**config.mk**
```make
export PLATFORM = sky130hd
export DESIGN_NAME = reload_timer
export DESIGN_NICKNAME = d
export VERILOG_FILES = /design/src/rtl/itmr_pkg.sv /design/src/rtl/itmr_access.sv /design/src/rtl/itmr_counter.sv /design/src/rtl/itmr_irq.sv /design/src/rtl/reload_timer.sv
export SDC_FILE = /design/constraint.sdc
export NUM_CORES = 1
export LEC_CHECK = 0
export ABC_AREA = 0
export BUFFER_PORTS_ARGS = -buffer_cell sky130_fd_sc_hd__buf_2
export CAP_MARGIN = 5
export CORE_MARGIN = 1.5
export CORE_UTILIZATION = 37
export DETAILED_ROUTE_END_ITERATION = 7
export GPL_ROUTABILITY_DRIVEN = 0
export PLACE_DENSITY_LB_ADDON = 0.3
export REMOVE_ABC_BUFFERS = 1
export SLEW_MARGIN = 25
export SYNTH_ARGS = -nofsm -noshare
export SYNTH_HDL_FRONTEND = slang
export SYNTH_HIERARCHICAL = 1
export SYNTH_SLANG_ARGS = --single-unit
```
**constraint.sdc**
```tcl
create_clock -name clk -period 5.6 [get_ports clk]
set_input_delay 0.56 -clock clk [delete_from_list [all_inputs] [get_ports clk]]
set_output_delay 0.56 -clock clk [all_outputs]
set_load 0.01 [all_outputs]
```
**src/rtl/itmr_pkg.sv**
```systemverilog
package itmr_pkg;

  // Kinds of register access seen on the byte port.
  typedef enum logic [2:0] {
    ACC_IDLE,
    ACC_LATCH_LO,
    ACC_LATCH_HI,
    ACC_CNT_LO,
    ACC_CNT_HI
  } acc_kind_t;

  // Classify one cycle of the access port.
  function automatic acc_kind_t decode_access(input logic en, input logic wr, input logic hi);
    acc_kind_t k;
    if (!en)
      k = ACC_IDLE;
    else if (wr)
      k = hi ? ACC_LATCH_HI : ACC_LATCH_LO;
    else
      k = hi ? ACC_CNT_HI : ACC_CNT_LO;
    return k;
  endfunction

endpackage

```
**src/rtl/itmr_access.sv**
```systemverilog
module itmr_access #(
  parameter int BYTE_W = 8
) (
  input  logic                  clk,
  input  logic                  rst_n,
  input  logic                  acc_en,
  input  logic                  acc_wr,
  input  logic                  acc_addr,
  input  logic [BYTE_W-1:0]     acc_wdata,
  output logic [2*BYTE_W-1:0]   latch_o,
  output logic [2*BYTE_W-1:0]   start_latch_o,
  output logic                  start_o,
  output logic                  rd_lo_o,
  output logic                  rd_hi_o
);
  import itmr_pkg::*;

  localparam int LW = 2 * BYTE_W;

  acc_kind_t        kind_w;
  logic [LW-1:0]    latch_q;

  assign kind_w = decode_access(acc_en, acc_wr, acc_addr);

  always_ff @(posedge clk) begin
    if (!rst_n) begin
      latch_q <= '0;
    end else begin
      case (kind_w)
        ACC_LATCH_LO: latch_q[BYTE_W-1:0]  <= acc_wdata;
        ACC_LATCH_HI: latch_q[LW-1:BYTE_W] <= acc_wdata;
        default:      latch_q              <= latch_q;
      endcase
    end
  end

  // The start uses the freshly written high byte together with the held low byte.
  assign start_latch_o = {acc_wdata, latch_q[BYTE_W-1:0]};
  assign latch_o       = latch_q;
  assign start_o       = (kind_w == ACC_LATCH_HI);
  assign rd_lo_o       = (kind_w == ACC_CNT_LO);
  assign rd_hi_o       = (kind_w == ACC_CNT_HI);

  AST_LO_WRITE_KEEPS_HI: assert property (@(posedge clk) disable iff (!rst_n)
    (kind_w == ACC_LATCH_LO) |=> $stable(latch_q[LW-1:BYTE_W]));

  AST_HI_WRITE_KEEPS_LO: assert property (@(posedge clk) disable iff (!rst_n)
    (kind_w == ACC_LATCH_HI) |=> $stable(latch_q[BYTE_W-1:0]));

  AST_ONE_KIND: assert property (@(posedge clk) disable iff (!rst_n)
    $onehot0({start_o, rd_lo_o, rd_hi_o}));

endmodule

```
**src/rtl/itmr_counter.sv**
```systemverilog
module itmr_counter #(
  parameter int CNT_W       = 16,
  parameter int PRE_SHIFT   = 3,
  parameter int FIRST_EXTRA = 12,
  parameter int REARM_EXTRA = 2
) (
  input  logic             clk,
  input  logic             rst_n,
  input  logic             start_i,
  input  logic [CNT_W-1:0] start_latch_i,
  input  logic [CNT_W-1:0] latch_i,
  input  logic             rearm_i,
  output logic             expire_o,
  output logic             running_o,
  output logic [CNT_W-1:0] count_o
);

  localparam int TW = CNT_W + PRE_SHIFT + 1;
  typedef logic [TW-1:0] tick_t;
  localparam tick_t TICK_ONE = tick_t'(1);
  localparam tick_t CNT_MAX  = tick_t'({CNT_W{1'b1}});

  // Ticks until the first expiry after a start.
  function automatic tick_t first_ticks(input logic [CNT_W-1:0] l);
    return (tick_t'(l) << PRE_SHIFT) + tick_t'(FIRST_EXTRA);
  endfunction

  // Ticks between expiries while reloading.
  function automatic tick_t rearm_ticks(input logic [CNT_W-1:0] l);
    return (tick_t'(l) + tick_t'(REARM_EXTRA)) << PRE_SHIFT;
  endfunction

  // Software-visible count: prescaled remaining ticks, saturated.
  function automatic logic [CNT_W-1:0] visible_count(input tick_t t);
    tick_t s;
    s = t >> PRE_SHIFT;
    if (s > CNT_MAX)
      return '1;
    return s[CNT_W-1:0];
  endfunction

  tick_t ticks_q;
  tick_t ticks_d;

  assign expire_o  = (ticks_q == TICK_ONE);
  assign running_o = (ticks_q != '0);
  assign count_o   = visible_count(ticks_q);

  always_comb begin
    if (start_i)
      ticks_d = first_ticks(start_latch_i);
    else if (expire_o)
      ticks_d = rearm_i ? rearm_ticks(latch_i) : '0;
    else if (running_o)
      ticks_d = ticks_q - TICK_ONE;
    else
      ticks_d = ticks_q;
  end

  always_ff @(posedge clk) begin
    if (!rst_n)
      ticks_q <= '0;
    else
      ticks_q <= ticks_d;
  end

  AST_START_RUNS: assert property (@(posedge clk) disable iff (!rst_n)
    start_i |=> running_o);

  AST_REARM_RUNS: assert property (@(posedge clk) disable iff (!rst_n)
    (expire_o && rearm_i && !start_i) |=> (running_o && !expire_o));

  AST_ONESHOT_HALT: assert property (@(posedge clk) disable iff (!rst_n)
    (expire_o && !rearm_i && !start_i) |=> (!running_o && count_o == '0));

  AST_COUNT_NO_RISE: assert property (@(posedge clk) disable iff (!rst_n)
    (!start_i && !expire_o) |=> (count_o <= $past(count_o)));

endmodule

```
**src/rtl/itmr_irq.sv**
```systemverilog
module itmr_irq #(
  parameter int SRC_COUNT = 8,
  parameter int SRC_NUM   = 5
) (
  input  logic                 clk,
  input  logic                 rst_n,
  input  logic                 set_i,
  input  logic                 clr_i,
  input  logic                 ack_i,
  output logic                 irq_o,
  output logic [SRC_COUNT-1:0] irq_vec_o
);

  logic irq_q;

  // A start clears; an expiry beats an acknowledge on the same edge.
  always_ff @(posedge clk) begin
    if (!rst_n)
      irq_q <= 1'b0;
    else if (clr_i)
      irq_q <= 1'b0;
    else if (set_i)
      irq_q <= 1'b1;
    else if (ack_i)
      irq_q <= 1'b0;
  end

  assign irq_o = irq_q;

  for (genvar g = 0; g < SRC_COUNT; g++) begin : g_slot
    if (g == SRC_NUM) begin : g_live
      assign irq_vec_o[g] = irq_q;
    end else begin : g_tied
      assign irq_vec_o[g] = 1'b0;
    end
  end

  AST_VEC_SINGLE: assert property (@(posedge clk) disable iff (!rst_n)
    $onehot0(irq_vec_o));

  AST_SET_BEATS_ACK: assert property (@(posedge clk) disable iff (!rst_n)
    (set_i && !clr_i) |=> irq_o);

  AST_CLR_BEATS_SET: assert property (@(posedge clk) disable iff (!rst_n)
    clr_i |=> !irq_o);

endmodule

```
**src/rtl/reload_timer.sv**
```systemverilog
module reload_timer #(
  parameter int CNT_W       = 16,
  parameter int PRE_SHIFT   = 3,
  parameter int FIRST_EXTRA = 12,
  parameter int REARM_EXTRA = 2,
  parameter int SRC_COUNT   = 8,
  parameter int SRC_NUM     = 5
) (
  input  logic                   clk,
  input  logic                   rst_n,
  input  logic                   acc_en,
  input  logic                   acc_wr,
  input  logic                   acc_addr,
  input  logic [CNT_W/2-1:0]     acc_wdata,
  input  logic                   auto_reload,
  output logic [CNT_W/2-1:0]     acc_rdata,
  output logic                   irq,
  output logic [SRC_COUNT-1:0]   irq_vec
);

  localparam int BYTE_W = CNT_W / 2;

  logic [CNT_W-1:0]  latch_w;
  logic [CNT_W-1:0]  start_latch_w;
  logic              start_w;
  logic              rd_lo_w;
  logic              rd_hi_w;
  logic              expire_w;
  logic              running_w;
  logic [CNT_W-1:0]  count_w;
  logic [BYTE_W-1:0] rdata_q;

  itmr_access #(.BYTE_W(BYTE_W)) u_access (
    .clk           (clk),
    .rst_n         (rst_n),
    .acc_en        (acc_en),
    .acc_wr        (acc_wr),
    .acc_addr      (acc_addr),
    .acc_wdata     (acc_wdata),
    .latch_o       (latch_w),
    .start_latch_o (start_latch_w),
    .start_o       (start_w),
    .rd_lo_o       (rd_lo_w),
    .rd_hi_o       (rd_hi_w)
  );

  itmr_counter #(
    .CNT_W       (CNT_W),
    .PRE_SHIFT   (PRE_SHIFT),
    .FIRST_EXTRA (FIRST_EXTRA),
    .REARM_EXTRA (REARM_EXTRA)
  ) u_counter (
    .clk           (clk),
    .rst_n         (rst_n),
    .start_i       (start_w),
    .start_latch_i (start_latch_w),
    .latch_i       (latch_w),
    .rearm_i       (auto_reload),
    .expire_o      (expire_w),
    .running_o     (running_w),
    .count_o       (count_w)
  );

  itmr_irq #(
    .SRC_COUNT (SRC_COUNT),
    .SRC_NUM   (SRC_NUM)
  ) u_irq (
    .clk       (clk),
    .rst_n     (rst_n),
    .set_i     (expire_w),
    .clr_i     (start_w),
    .ack_i     (rd_lo_w),
    .irq_o     (irq),
    .irq_vec_o (irq_vec)
  );

  // Registered read data: the count as it stands before the read edge.
  always_ff @(posedge clk) begin
    if (!rst_n)
      rdata_q <= '0;
    else if (rd_lo_w)
      rdata_q <= count_w[BYTE_W-1:0];
    else if (rd_hi_w)
      rdata_q <= count_w[CNT_W-1 -: BYTE_W];
  end

  assign acc_rdata = rdata_q;

  AST_WRHI_CLEARS: assert property (@(posedge clk) disable iff (!rst_n)
    (acc_en && acc_wr && acc_addr) |=> !irq);

  AST_IRQ_FROM_EXPIRY: assert property (@(posedge clk) disable iff (!rst_n)
    $rose(irq) |-> $past(expire_w));

  AST_RDHI_KEEPS_IRQ: assert property (@(posedge clk) disable iff (!rst_n)
    (acc_en && !acc_wr && acc_addr && irq) |=> irq);

  AST_RDLO_CLEARS_IRQ: assert property (@(posedge clk) disable iff (!rst_n)
    (acc_en && !acc_wr && !acc_addr && !expire_w) |=> !irq);

  AST_IDLE_WHEN_STOPPED: assert property (@(posedge clk) disable iff (!rst_n)
    (!running_w && !start_w) |=> !running_w);

endmodule

```
==> results.tsv, run 1 <==
metric	value	unit
Die Y	98.16	microns
Num CTS Buffers	5	
drt wl/cell	16.24	microns
Die X	98.16	microns
total congestion overflow	0	
Worst path most repeated cell	a31oi_1	
CP Capture Type	register	
Slew @ Worst Pin	0.8571	ns
fraction of registers with async set/reset	0	%
cts hold-fix bufs	0	
CP Max Fanout	27	
min-delay src	u_access/latch_o[15]$_SDFFE_PN0N_	
Syn Area/Cell	8.461	sq um
CP required	5.83	ns
vias per inst	5.458	
# diodes	0	
# fillers	926	
Gate Count Post-Synth	396	
Layout area overhead	3.921	%
Hold WC Path Type	register to register	
Resized cells post-CTS	0	
RSZ-0062 raised after global routing	no	
slowest CP cell	a31oi_1	
P_leak	1.479	nW
Die ar.	9635	sq um
clk buf depth	2	
Synth cell types	59	
final setup fails	0	
DP HPWL	6.098	mm
post-route minimum period	3.093	ns
iteration count of the initial detailed-routing pass	5	
number of placed I/O pins	31	
CP Launch Type	primary input	
Reg2Reg Launch Point	u_counter/ticks_q[0]$_SDFFE_PN0P_	
Clock Tree Root	clkbuf_8	
Multi-input gate area	2156	sq um
Final Slew Violations	0	
Max Cap Viol	0	
Top FF cell, synth	dfxtp_1	
Reg area	900.9	sq um
Starting Density	38.24	%
clk_skew	0.01330	ns
status	completed	
first-pass GRT wire length	13.50	mm
fin util	39.73	%
worst-path cell chain	buf_2 > ha_1 > nand4b_1 > inv_1 > a31oi_1 > o21ai_0 > a31oi_1	
number of enable flip-flop cells after synthesis	0	
CP peak stage delay	0.76	ns
Max-Slew Margin vs Limit	42.80	%
WP data arrival	3.33	ns
GRT Overall Usage	17.38	%
total power	1.403	mW
core box area	8763	sq um
drt drc	0	
htree depth	2	
f_max	323.4	MHz
Pwr Density	403.0	nW/um^2
initial antenna violation count	0	
Detail Route Antenna Nets	0	
Setup CP Type	primary input to register	
Worst Setup SP	acc_addr	
CTS tree	yes	
vias after detailed routing	2740	
post-synthesis instance area	3351	sq um
clock-pin slew on the worst setup and hold paths	0.09	ns
initial detailed-routing violation count	180	
CTS sink count	45	
share of post-route cells with drive strength above 1	17.01	%
largest net degree at the start of global routing	42	
vias in the first global route	2554	
Fin. Hold Viols	0	
Clock Latency Late Sink	0.31	ns
Final period util	55.23	%
sequential area share after synthesis	26.89	%
fin nets	413	
setup_tns	0	ns
Seq cells post-synth	45	
YS warnings	6	
I/O Buffers	23	
final wirelength	8.152	mm
maximum vdd drop	173.7	uV
Post-CTS Setup Bufs	0	
Rows	34	
-- layout make-up --
cell class / instances / share of cell area, %
multi-input combinational: 301 / 61.91
sequential: 45 / 25.87
tap: 108 / 3.881
timing repair buffer: 23 / 3.306
clock buffer: 6 / 2.084
inverter: 17 / 1.833
clock inverter: 2 / 1.114
-- flip-flops by register name (all words and copies together), names as in the netlist --
signal / flops
u_access/latch_o: 16
u_irq/irq_o: 1
acc_rdata: 8
u_counter/ticks_q: 20
-- power by group --
group	switching [mW]	internal (mW)
clock	0.122	0.134
combinational	0.387	0.290
sequential	0.0869	0.383
total	0.596	0.807
-- synth_stat cells (9+ instances only) --
master,n,share of area [%]
o211a_1,9,2.7
or2_2,16,3.0
nand3_1,16,2.4
a21oi_1,10,1.5
buf_4,26,5.8
nor2_1,13,1.5
inv_1,16,1.8
dfxtp_1,45,27
xnor2_1,23,6.0
nand2_1,48,5.4
nor4_1,12,2.2
mux2i_1,16,4.8
o21ai_0,9,1.3
nor3_1,15,2.2
xor2_1,13,3.4
-- through the flow --
stage	setup WS (ns)	std cells	area [sq um]	hold slack [ns]
2_1_floorplan	2.679	363	3109	0.4633
3_3_place_gp	2.085	494	3359	0.4841
3_5_place_dp	2.222	494	3371	0.4879
4_1_cts	2.535	502	3482	0.5026
5_1_grt	2.264	502	3482	0.5415
6_report	2.507	502	3482	0.5002
-- metal layers --
layer	GRT usage, %	routed length, microns
met2	27.16	3642
met3	2.577	369
met4	3.900	60
met1	25.33	4079
met5	0	0
-- kinds of logic after synthesis --
kind of cell | synth area share, %
multiplexers | 8.364
AO/OA/AOI/OAI | 14.64
other | 0.1119
buffers and inverters | 9.783
flip-flops | 26.89
XOR/XNOR | 9.410
AND/OR/NAND/NOR | 28.57
adder cells (fa/ha/maj) | 2.240
-- layout by cell type (no fill, tap or decap), drive strengths merged, types with 2 or more instances in the layout --
cell,netlist,layout
o21ai,9,9
xnor2,23,23
or3,3,3
and3,3,3
and4b,2,2
o211a,9,9
nor2,13,13
nand3b,2,2
or4,3,3
a211oi,3,3
mux2,8,8
o41ai,3,3
nor3,17,17
o31a,4,4
buf,33,23
inv,17,17
a21oi,10,10
nand3,17,17
mux2i,16,16
dfxtp,45,45
o21a,5,5
o211ai,4,4
nand4,6,6
nand2b,2,2
or2b,8,8
conb,1,7
a22oi,6,6
nor4,15,15
nand4b,3,3
o311a,3,3
xor2,13,13
a31oi,4,4
ha,6,6
nand2,48,48
clkbuf,6,6
or2,16,16
-- path summary, 6_finish.rpt --
| check | endpoint | slack [ns] | depth (start not counted) |
|---|---|---|---|
| setup / recovery | u_counter/ticks_q[8]$_SDFFE_PN0P_ | 2.51 | 7 |
| hold / removal | u_access/latch_o[15]$_SDFFE_PN0N_ | 0.50 | 2 |
| setup reg to reg | u_counter/ticks_q[16]$_SDFFE_PN0P_ | 3.14 | 7 |
| hold reg to reg | u_access/latch_o[15]$_SDFFE_PN0N_ | 0.50 | 2 |
-- worst max-delay path: cells and delay by family --
kind,cells,cell delay [ns]
buffers and inverters,2,0.69
AND/OR/NAND/NOR,1,0.48
adder cells (fa/ha/maj),1,0.34
AO/OA/AOI/OAI,3,1.24
No activity file was read; power rests on OpenSTA's default activity.
==> inputs of run 2 (changes only) <==
==> constraint.sdc (replaced) <==
create_clock -name clk -period 2.88 [get_ports clk]
set_input_delay 0.288 -clock clk [delete_from_list [all_inputs] [get_ports clk]]
set_output_delay 0.288 -clock clk [all_outputs]
set_load 0.01 [all_outputs]
==> results.tsv, run 2 (synthesis results as in run 1) <==
metric	value	unit
status	completed	
Rows	34	
Post-CTS Setup Bufs	0	
combinational power share	49.4	%
Final period util	79.74	%
Hold WC Path Type	primary input to register	
leading cell types in the layout, fill and taps excluded	nand2_1 (48), dfxtp_1 (45), buf_2 (23), xnor2_1 (23)	
final setup fails	0	
vias per inst	5.462	
Resized cells post-CTS	0	
Max-Slew Margin vs Limit	47.23	%
share of post-route cells with drive strength above 1	19.11	%
Setup CP Type	register to register	
Clk pwr share	16.7	%
Fin. Hold Viols	0	
area post-placement	3427	sq um
# diodes	0	
max reg flops	20	
met2 usage	27.37	%
I/O Buffers	23	
dpl cells	503	
CP Launch Type	register	
Die Y	98.16	microns
first-pass GRT wire length	13.62	mm
initial antenna violation count	0	
fin nets	422	
Slew @ Worst Pin	0.7883	ns
Die ar.	9635	sq um
CTS sink count	45	
clk buf depth	2	
CP required	3.09	ns
vias in the first global route	2669	
post-route minimum period	2.297	ns
Sw Share	42.31	%
Final Slew Violations	0	
drt drc	0	
iteration count of the initial detailed-routing pass	5	
f_max	435.4	MHz
final wirelength	8.225	mm
Finished Layout Cells	511	
CP Capture Type	register	
P_leak	1.517	nW
Starting Density	38.24	%
drt wl/cell	16.10	microns
htree depth	2	
initial detailed-routing violation count	197	
DP HPWL	6.311	mm
largest register by flop count	u_counter/ticks_q	
core box area	8763	sq um
RSZ-0062 raised after global routing	no	
commonest non-fill, non-tap cell in the layout	nand2_1	
post-route cell area	3528	sq um
Layout area overhead	5.302	%
Seq pwr share	33.9	%
vias after detailed routing	2791	
Die X	98.16	microns
met3 Use GR	3.006	%
maximum vdd drop	301.7	uV
clock-pin slew on the worst setup and hold paths	0.09	ns
net switching power	1.141	mW
largest net degree at the start of global routing	25	
Pwr Density	764.5	nW/um^2
global routing's busiest layer	met2	
Detail Route Antenna Nets	0	
CTS tree	yes	
number of placed I/O pins	31	
Clock Tree Root	clkbuf_8	
internal power	1.556	mW
total power	2.697	mW
Max Cap Viol	0	
GRT Overall Usage	17.57	%
setup_tns	0	ns
Num CTS Buffers	5	
cts hold-fix bufs	0	
Min Hold Slack	0.2900	ns
total congestion overflow	0	
met1 Usage GRT	25.09	%
clk_skew	0.003216	ns
Clock Latency Late Sink	0.30	ns
WP data arrival	2.50	ns
# fillers	903	
CP Max Fanout	9	
## run 2: cell types whose count changed in the layout (fill, tap and decap cells not counted), sizes merged
cell    before  now
buf         23   32
bufinv       1    0
clkbuf       6    7
## run 2: worst paths after layout
path                                            from                                  to  slack [ns]  depth (start not counted)
setup / recovery  u_counter/ticks_q[14]$_SDFFE_PN0P_  u_counter/ticks_q[19]$_SDFFE_PN0P_        0.58                          5
hold / removal                          acc_wdata[7]    u_access/latch_o[7]$_SDFFE_PN0N_        0.29                          3
setup reg to reg  u_counter/ticks_q[14]$_SDFFE_PN0P_  u_counter/ticks_q[19]$_SDFFE_PN0P_        0.58                          5
hold reg to reg    u_access/latch_o[15]$_SDFFE_PN0N_   u_access/latch_o[15]$_SDFFE_PN0N_        0.51                          2
## run 2: worst max-delay path, cell delays in order (launching register included)
cell and delay, ns:
dfxtp_1 0.38, or4_4 0.59, and4b_1 0.39, and3_1 0.46
o41ai_1 0.14, o31a_1 0.25
## run 2: per-stage QoR
step                      setup WS (ns)  utilization [%]
final                            0.5835            40.26
after global placement           0.6343            39.11
after detailed placement         0.6242            39.11
after floorplan                  0.2308                -
after CTS                        0.6103            40.26
after global routing             0.3851            40.26
## run 2: layout make-up
class | count | area (sq um) | area share [%]
Clock inverter | 1 | 5.005 | 0.1418
Timing Repair Buffer | 32 | 182.7 | 5.177
Inverter | 17 | 63.81 | 1.809
Sequential cell | 45 | 900.9 | 25.53
Tap cell | 108 | 135.1 | 3.830
Multi-Input combinational cell | 301 | 2145 | 60.78
Clock buffer | 7 | 96.34 | 2.730
## run 2: layer usage
layer  share of wire, %  vias to the layer above  wire (microns)
met5                  0                        -               0
met4               0.95                        0              78
met3                5.4                        7             444
met2                 44                       78            3622
met1                 50                     1309            4079
li1                   -                     1397               -
## run 2: power groups by stage
stage / Combinational, mW / Sequential (mW) / Clock (mW)
floorplan: 1.00 / 0.882 / 0
global placement: 1.31 / 0.922 / 0
finish: 1.33 / 0.915 / 0.451
CTS: 1.32 / 0.911 / 0.466
detailed placement: 1.31 / 0.927 / 0
global route: 1.48 / 0.937 / 0.491
==> inputs of run 3 (changes only) <==
==> constraint.sdc (replaced) <==
create_clock -name clk -period 2.3 [get_ports clk]
set_input_delay 0.23 -clock clk [delete_from_list [all_inputs] [get_ports clk]]
set_output_delay 0.23 -clock clk [all_outputs]
set_load 0.01 [all_outputs]
==> results.tsv, run 3 (synthesis results as in run 1) <==
metric	value	unit
Slew @ Worst Pin	0.5153	ns
Worst Hold Depth	3	
Buf/Inv on CP	0	
vias after detailed routing	2858	
initial detailed-routing violation count	167	
Detail Route Antenna Nets	0	
Post-CTS Setup Bufs	0	
commonest non-fill, non-tap cell in the layout	nand2_1	
CP peak stage delay	0.59	ns
Finished Layout Cells	528	
Fin. Hold Viols	0	
vias per inst	5.413	
Setup CP Type	register to register	
clk buf depth	2	
CP required	2.51	ns
CTS tree	yes	
GRT Overall Usage	17.56	%
largest register by flop count	u_counter/ticks_q	
drt drc	0	
# fillers	912	
total congestion overflow	0	
vias in the first global route	2703	
Die X	98.16	microns
drt wl/cell	15.63	microns
R2R Setup Slk	0.14	ns
Max-Slew Margin vs Limit	65.36	%
Hold WC Path Type	primary input to register	
# diodes	0	
total power	3.470	mW
clock-pin slew on the worst setup and hold paths	0.09	ns
Pwr Density	947.1	nW/um^2
clk_skew	0.003899	ns
share of post-route cells with drive strength above 1	22.62	%
final setup fails	0	
cts hold-fix bufs	0	
Reg2Reg Launch Point	u_counter/ticks_q[14]$_SDFFE_PN0P_	
number of placed I/O pins	31	
Num CTS Buffers	5	
Starting Density	38.24	%
P_leak	1.601	nW
Worst path depth	5	
Rows	34	
Clock Latency Late Sink	0.31	ns
CP Launch Type	register	
initial antenna violation count	0	
RSZ-0062 raised after global routing	no	
worst-path cell chain	or4_4 > nand4b_4 > nor3_4 > o21ai_0 > o311a_1	
worst r2r dst	u_counter/ticks_q[13]$_SDFFE_PN0P_	
DP HPWL	6.413	mm
htree depth	2	
iteration count of the initial detailed-routing pass	5	
max reg flops	20	
WHS Endpoint	u_access/latch_o[7]$_SDFFE_PN0N_	
Worst Setup SP	u_counter/ticks_q[14]$_SDFFE_PN0P_	
Final period util	94.00	%
leading cell types in the layout, fill and taps excluded	nand2_1 (48), dfxtp_1 (45), buf_4 (25)	
FF-to-FF path depth	5	
CP Max Fanout	6	
Max Cap Viol	0	
status	completed	
Die Y	98.16	microns
fin nets	439	
CP Capture Type	register	
Die ar.	9635	sq um
critical path's top delay family	simple AND/OR/NAND/NOR gates	
Final Slew Violations	0	
Clock Tree Root	clkbuf_8	
fin util	41.80	%
core box area	8763	sq um
final wirelength	8.254	mm
f_max	462.5	MHz
Layout area overhead	9.335	%
largest net degree at the start of global routing	32	
Resized cells post-CTS	0	
first-pass GRT wire length	13.83	mm
min-delay src	acc_wdata[7]	
dpl cells	520	
CTS sink count	45	
WP data arrival	2.37	ns
slowest CP cell	or4_4	
post-route minimum period	2.162	ns
I/O Buffers	23	
maximum vdd drop	386.0	uV
run 3: cell types whose count changed in the layout (fill, tap and decap cells not counted), sizes merged:
| cell | delta |
|---|---|
| inv | +1 |
| buf | +17 |
| clkinvlp | +1 |
| clkbuf | -2 |
run 3: per-layer routing:
layer | vias to the layer above | GRT usage (%) | part of all wire (%)
met1 | 1353 | 25.18 | 49
met5 | - | 0 | 0
li1 | 1428 | - | -
met2 | 68 | 27.37 | 45
met3 | 9 | 3.221 | 4.7
met4 | 0 | 4.117 | 0.96
run 3: worst max path at each step:
stage                                                    end  slack [ns]
after floorplan           u_counter/ticks_q[18]$_SDFFE_PN0P_       -0.29
after global placement    u_counter/ticks_q[13]$_SDFFE_PN0P_        0.24
after detailed placement  u_counter/ticks_q[13]$_SDFFE_PN0P_        0.17
after CTS                 u_counter/ticks_q[13]$_SDFFE_PN0P_        0.13
after global routing      u_counter/ticks_q[13]$_SDFFE_PN0P_        0.02
final                     u_counter/ticks_q[13]$_SDFFE_PN0P_        0.14
run 3: worst min-delay path, cell delays in order:
cell	delay (ns)
buf_2	0.12
nand2_1	0.07
mux2i_1	0.06
run 3: through the flow:
stage          worst slack [ns]  instance area, sq um  setup TNS [ns]  hold WS (ns)
2_1_floorplan           -0.2912                  3109          -2.618        0.3475
3_3_place_gp             0.2449                  3567               0        0.4826
3_5_place_dp             0.1658                  3567               0        0.4949
4_1_cts                  0.1319                  3657               0        0.2162
5_1_grt                 0.02267                  3664               0        0.2255
6_report                 0.1380                  3664               0        0.2099
run 3: power breakdown:
| part | internal, mW | total, mW | switching [mW] |
|---|---|---|---|
| Sequential | 0.931 | 1.12 | 0.186 |
| Clock | 0.216 | 0.534 | 0.318 |
| Combinational | 0.836 | 1.82 | 0.982 |
| Total | 1.98 | 3.47 | 1.49 |
run 3: layout make-up:
type | instances | area, sq um | share of cell area [%]
clock inverter | 3 | 21.27 | 0.5806
timing repair buffer | 49 | 322.8 | 8.811
sequential | 45 | 900.9 | 24.59
multi-input combinational | 301 | 2151 | 58.71
clock buffer | 5 | 68.82 | 1.878
tap | 108 | 135.1 | 3.689
inverter | 17 | 63.81 | 1.742
